==> config.mk <==
export PLATFORM = sky130hd
export DESIGN_NAME = intr_flag_unit
export DESIGN_NICKNAME = d
export VERILOG_FILES = /design/src/rtl/iflag_pkg.sv /design/src/rtl/iflag_bank.sv /design/src/rtl/ien_mask.sv /design/src/rtl/irq_summary.sv /design/src/rtl/intr_flag_unit.sv
export SDC_FILE = /design/constraint.sdc
export NUM_CORES = 1
export LEC_CHECK = 0
export ABC_CLOCK_PERIOD_IN_PS = 2300
export CAP_MARGIN = 40
export CORE_UTILIZATION = 35
export DETAILED_ROUTE_END_ITERATION = 12
export GPL_ROUTABILITY_DRIVEN = 0
export PLACE_DENSITY = 0.86
export SKIP_CTS_REPAIR_TIMING = 1
export SYNTH_ARGS = -nofsm -noshare
export SYNTH_HDL_FRONTEND = slang
export SYNTH_SLANG_ARGS = --single-unit
==> constraint.sdc <==
create_clock -name clk_i -period 2.3 [get_ports clk_i]
set_input_delay 0.345 -clock clk_i [delete_from_list [all_inputs] [get_ports clk_i]]
set_output_delay 0.345 -clock clk_i [all_outputs]
set_load 0.03 [all_outputs]
==> src/rtl/iflag_pkg.sv <==
package iflag_pkg;
  localparam int unsigned SRC_W = 7;

  // Bit positions are decoded by the source blocks; keep them fixed.
  typedef enum int unsigned {
    SRC_A_C2  = 0,
    SRC_A_C1  = 1,
    SRC_SHIFT = 2,
    SRC_B_C2  = 3,
    SRC_B_C1  = 4,
    SRC_TMR2  = 5,
    SRC_TMR1  = 6
  } irq_src_e;
endpackage

==> src/rtl/iflag_bank.sv <==
module iflag_bank #(
  parameter int unsigned NSRC      = iflag_pkg::SRC_W,
  parameter bit          HAS_SHIFT = 1'b0
) (
  input  logic            clk_i,
  input  logic            rst_ni,
  input  logic [NSRC-1:0] set_i,
  input  logic [NSRC-1:0] clr_i,
  input  logic            wr_i,
  input  logic [NSRC-1:0] wdata_i,
  output logic [NSRC-1:0] flag_o
);
  localparam int unsigned SH = iflag_pkg::SRC_SHIFT;
  localparam logic [NSRC-1:0] KEEP =
    HAS_SHIFT ? {NSRC{1'b1}} : ~(NSRC'(1) << SH);

  logic [NSRC-1:0] flag_q, flag_d, clr_req;

  always_comb begin
    clr_req = clr_i | (wr_i ? wdata_i : '0);
    // Set wins over a clear request arriving in the same cycle.
    flag_d  = (set_i | (flag_q & ~clr_req)) & KEEP;
  end

  always_ff @(posedge clk_i or negedge rst_ni) begin
    if (!rst_ni) flag_q <= '0;
    else         flag_q <= flag_d;
  end

  assign flag_o = flag_q;

  for (genvar k = 0; k < NSRC; k++) begin : g_chk
    if (KEEP[k]) begin : g_live
      a_r5_set_wins: assert property (@(posedge clk_i) disable iff (!rst_ni)
        set_i[k] |=> flag_q[k]);
      a_r4_clear_pulse: assert property (@(posedge clk_i) disable iff (!rst_ni)
        (clr_i[k] && !set_i[k]) |=> !flag_q[k]);
      a_r3_write_clear: assert property (@(posedge clk_i) disable iff (!rst_ni)
        (wr_i && wdata_i[k] && !set_i[k]) |=> !flag_q[k]);
      a_r3_hold: assert property (@(posedge clk_i) disable iff (!rst_ni)
        (!set_i[k] && !clr_i[k] && !(wr_i && wdata_i[k])) |=> $stable(flag_q[k]));
    end else begin : g_dead
      a_r11_no_shift: assert property (@(posedge clk_i) disable iff (!rst_ni)
        set_i[k] |=> !flag_o[k]);
    end
  end
endmodule

==> src/rtl/ien_mask.sv <==
module ien_mask #(
  parameter int unsigned NSRC = iflag_pkg::SRC_W
) (
  input  logic            clk_i,
  input  logic            rst_ni,
  input  logic            wr_i,
  input  logic [NSRC:0]   wdata_i,
  output logic [NSRC-1:0] mask_o
);
  logic [NSRC-1:0] mask_q;
  logic [NSRC-1:0] sel;
  logic            set_mode;

  assign sel      = wdata_i[NSRC-1:0];
  assign set_mode = wdata_i[NSRC];

  always_ff @(posedge clk_i or negedge rst_ni) begin
    if (!rst_ni)       mask_q <= '0;
    else if (wr_i) begin
      if (set_mode)    mask_q <= mask_q | sel;
      else             mask_q <= mask_q & ~sel;
    end
  end

  assign mask_o = mask_q;

  a_r6_mask_set: assert property (@(posedge clk_i) disable iff (!rst_ni)
    (wr_i && set_mode) |=> ((mask_q & $past(sel)) == $past(sel)
                            && (mask_q & ~$past(sel)) == ($past(mask_q) & ~$past(sel))));
  a_r7_mask_clear: assert property (@(posedge clk_i) disable iff (!rst_ni)
    (wr_i && !set_mode) |=> ((mask_q & $past(sel)) == '0
                             && (mask_q & ~$past(sel)) == ($past(mask_q) & ~$past(sel))));
endmodule

==> src/rtl/irq_summary.sv <==
module irq_summary #(
  parameter int unsigned NSRC = iflag_pkg::SRC_W
) (
  input  logic [NSRC-1:0] flag_i,
  input  logic [NSRC-1:0] mask_i,
  output logic            any_o,
  output logic            irq_no
);
  assign any_o  = |(flag_i & mask_i);
  assign irq_no = ~any_o;
endmodule

==> src/rtl/intr_flag_unit.sv <==
module intr_flag_unit #(
  parameter int unsigned NSRC      = iflag_pkg::SRC_W,
  parameter bit          HAS_SHIFT = 1'b0,
  localparam int unsigned DW       = NSRC + 1
) (
  input  logic            clk_i,
  input  logic            rst_ni,
  input  logic [NSRC-1:0] set_i,
  input  logic [NSRC-1:0] clr_i,
  input  logic            flag_wr_i,
  input  logic            mask_wr_i,
  input  logic [DW-1:0]   wdata_i,
  output logic [DW-1:0]   flag_rdata_o,
  output logic [DW-1:0]   mask_rdata_o,
  output logic            irq_no
);
  logic [NSRC-1:0] flags, mask;
  logic            any;

  iflag_bank #(.NSRC(NSRC), .HAS_SHIFT(HAS_SHIFT)) i_bank (
    .clk_i   (clk_i),
    .rst_ni  (rst_ni),
    .set_i   (set_i),
    .clr_i   (clr_i),
    .wr_i    (flag_wr_i),
    .wdata_i (wdata_i[NSRC-1:0]),
    .flag_o  (flags)
  );

  ien_mask #(.NSRC(NSRC)) i_mask (
    .clk_i   (clk_i),
    .rst_ni  (rst_ni),
    .wr_i    (mask_wr_i),
    .wdata_i (wdata_i),
    .mask_o  (mask)
  );

  irq_summary #(.NSRC(NSRC)) i_sum (
    .flag_i  (flags),
    .mask_i  (mask),
    .any_o   (any),
    .irq_no  (irq_no)
  );

  assign flag_rdata_o = {any, flags};
  assign mask_rdata_o = {1'b1, mask};

  a_r10_irq_level: assert property (@(posedge clk_i) disable iff (!rst_ni)
    irq_no == !(|(flag_rdata_o[NSRC-1:0] & mask_rdata_o[NSRC-1:0])));
  a_r8_mask_top: assert property (@(posedge clk_i) disable iff (!rst_ni)
    mask_rdata_o[NSRC]);
  a_r1_reset_quiet: assert property (@(posedge clk_i) disable iff (!rst_ni)
    $rose(rst_ni) |-> (flags == '0 && mask == '0));
endmodule

* Yosys cells after proc, flatten, opt, wreduce, memory -nomap -nowiden *
Cells that the tools add are included.

word-level totals
  input port bits = 26
  output and inout bits = 17
  bits in latches = 0
  memories kept = 0
  memory bits (writable) = 0
  register bits = 13
  word-level logic and storage cells = 14
  ROM bits = 0

cells by class
  $lt $le $gt $ge = 0
  $add $sub $neg = 0
  muxes and demuxes = 2
  multiply operators = 0
  equality and inequality tests = 0
  bitwise operators = 9
  reductions and logical operators = 1
  shifts and indexed selects = 0
  divide/modulo/power cells = 0

operators by type and width
  cell             count
  $and 7x7->7      3
  $or 7x7->7       3
  $mux 7           2
  $not 7->7        2
  $reduce_or 7->1  1
  $not 1->1        1

* Longest topological paths before layout *
  depth in word-level cells = 5
  depth in mapped cells = 3
  depth with buffers taken out = 2

* Hierarchy *
From an unflattened synthesis, not the netlist that was laid out.

unflattened totals
  cells, all modules = 55
  area, all modules = 594.3 µm²

modules (own cells, without submodules)
  module          times used  sequential area each (µm²)  cells an instance  area an instance (µm²)
  ien_mask        1           175.2                       21                 280.3
  iflag_bank      1           150.1                       26                 259.0
  irq_summary     1           0.0                         5                  36.3
  intr_flag_unit  1           0.0                         3                  18.8

* Worst setup path before layout *
OpenSTA, ideal clock, no wires.

  kind = reg2out
  start point = reg with a tool-made name
  end point = out irq_no
  path slack = 0.885 ns
  path buffers = 0
  cell stages (with the launch flop) = 3
  required time = 1.955 ns
  data arrival time = 1.070 ns
  path through = dfrtp_1 a22oi_1 and3_1

RTL lines
  element           RTL line              text
  end: declaration  intr_flag_unit.sv:15  output logic irq_no

==> summary.txt <==
Bufs on Longest Clock Path - 2
YS warnings - 0
Power Density - 637 nW/um^2
Max FO, Critical Path - 3
initial antenna violation count - 0
Seq pwr share - 43.3%
die height - 43.1 microns
RSZ-0062 raised after global routing - false
crit path DAT - 1760 ps
mean routed wirelength per cell - 12.5 microns
Switching Share - 31.9%
Synth Net Count - 81
# diodes - 0
ratio of final minimum period to clock period - 91.5%
CTS root buffer - clkbuf_4
Final Skew - 0 ps
Comb pwr share - 34.8%
DRT Wirelength - 1.38 mm
Int Pwr - 0.432 mW
Mean Syn Cell Area - 10.8 sq um
total gr overflow - 0
critical path type - register to primary output
io pins - 43
PortBufs - 38
H-tree levels - 1
#FFs+latches synth - 13
Synth cell types - 10
crit path time final - 2100 ps
worst hold-check path type - input pin to async pin
outcome - completed
post-synthesis compound-gate area fraction - 12.7%
Max stage delay on crit path - 660 ps
Mapped Area - 592 sq um
post-route ant nets - 0
CP Data Required Time - 1960 ps
worst slew pin tran - 576 ps
Final Hold Fails - 0
main combinational cell family by area after synthesis - multiplexers
FILL cells - 125
Worst Setup End Kind - primary output
TritonCTS clock tree - done
ratio of cells with drive above 1 in the final layout - 9.57%
Die X - 43.1 microns
setup tns final - 0 ps
GRT Resource Usage Total - 16.8%
mux contribution to synthesized area - 13.3%
Critical Path Source Type - register
CTS Sinks - 13
# DRC - 0
worst slack at placement - 491 ps
VDD IR max - 0.393 mV
final worst slack - 195 ps
fmax - 475 MHz
Max-slew headroom - 61.5%
DIE AREA - 1860 sq um
dpl cell area - 970 sq um
Detail Placement HPWL - 1.10 mm
Worst-path clk slew - 80 ps
Cells after Synth - 55
CP cell instances - a22oi_1 > and3_1 > clkdlybuf4s50_1
FF/Latch Area - 325 sq um
Final Max Slew Viols - 0
CTS Buf Count - 3
Multi-input gate area - 221 sq um
number of global-route vias before repair - 523
CP max stage cell - clkdlybuf4s50_1
nets@finish - 121
via count - 547
post-route cell area - 996 sq um
Final setup viols - 0
Clk pwr share - 21.9%
mean number of vias per cell - 4.97
global-route wire length before repair - 2.29 mm
pin count of the biggest net entering global routing - 14
NetSw - 0.203 mW
core area - 1540 sq um
Seq/Total Area, Yosys - 55.0%
DRT iter0 DRCs - 5
Post-Synth XOR/XNOR Area - 0%
simple-gate area share of the yosys netlist - 10.1%
area grow syn2layout - 68.3%
worst-skew pair later-pin latency - 270 ps
starting density of the core - 38.4%
max-cap violations - 0
Synth Area in Adders - 0%
Pre-antenna DRT Iters - 4
Row Count - 14
leakage power - 0.440 nW
## critical path: cells and delay by family (launching register included)
family          cells  cell delay, ps
flops               1             410
buf+inv             1             660
simple gates        1             180
compound gates      1             240
## final timing paths
kind / to / depth (start not counted) / slack, ps / startpoint
hold / removal: i_bank.flag_o[6]$_DFF_PN0_ / 1 / 440 / rst_ni
hold reg to reg: register / 1 / 500 / register
max in group asynchronous: i_bank.flag_o[3]$_DFF_PN0_ / 1 / 1490 / rst_ni
min in group clk_i: register / 1 / 500 / register
setup reg to reg: register / 1 / 1480 / register
setup / recovery: irq_no / 3 / 200 / register
## logic make-up after synthesis
family	Yosys count
other cells	2
compound gates	9
mux	7
buf+inv	9
flops	13
simple gates	15
## cell usage after synthesis (all sizes together)
cell type  count  area share, %
buf            3            3.8
conb           2            1.3
nand3          1           0.84
a31o           6            8.9
and3           1            1.1
a22oi          3            3.8
mux2           7             13
dfrtp         13             55
nand2         13            8.2
inv            6            3.8
## power by group through the flow
stage               logic, mW  clock network, mW  registers [mW]
detailed placement      0.222                  0           0.279
CTS                     0.222              0.143           0.274
finish                  0.221              0.139           0.275
global route            0.235              0.158           0.279
global placement        0.219                  0           0.278
floorplan              0.0583                  0           0.328
## cell type report
class,instances,area share [%]
clock buffers,4,2.64
inverters,6,2.26
multi-input cells,33,22.2
flip-flops and latches,13,32.7
well taps,16,2.01
repair buffers,38,38.2
## through the flow
step,std cells,power (mW),utilization (%),hold WS (ps)
after floorplan,55,0.386,-,49.4
after global placement,106,0.496,62.9,482
after detailed placement,106,0.500,62.9,484
after CTS,110,0.640,64.6,448
after global routing,110,0.672,64.6,472
final,110,0.634,64.6,437
## placed cells by master, fill, tap and decap left out
cell	Yosys	layout
dfrtp_1	13	13
nand2_1	13	13
clkbuf_4	0	3
nand3_1	1	1
clkbuf_1	0	1
mux2_1	7	7
a31o_2	6	6
inv_1	6	6
and3_1	1	1
conb_1	2	2
clkdlybuf4s50_1	0	38
a22oi_1	3	3
## per-layer routing
layer	GRT usage [%]	share of wire (%)	up-vias
met3	5.53	9.8	0
met1	21.7	41	254
met5	0	0	-
met2	25.4	49	34
met4	7.27	0	0
li1	-	-	259
Note: power is estimated with default switching activity, not from simulation.
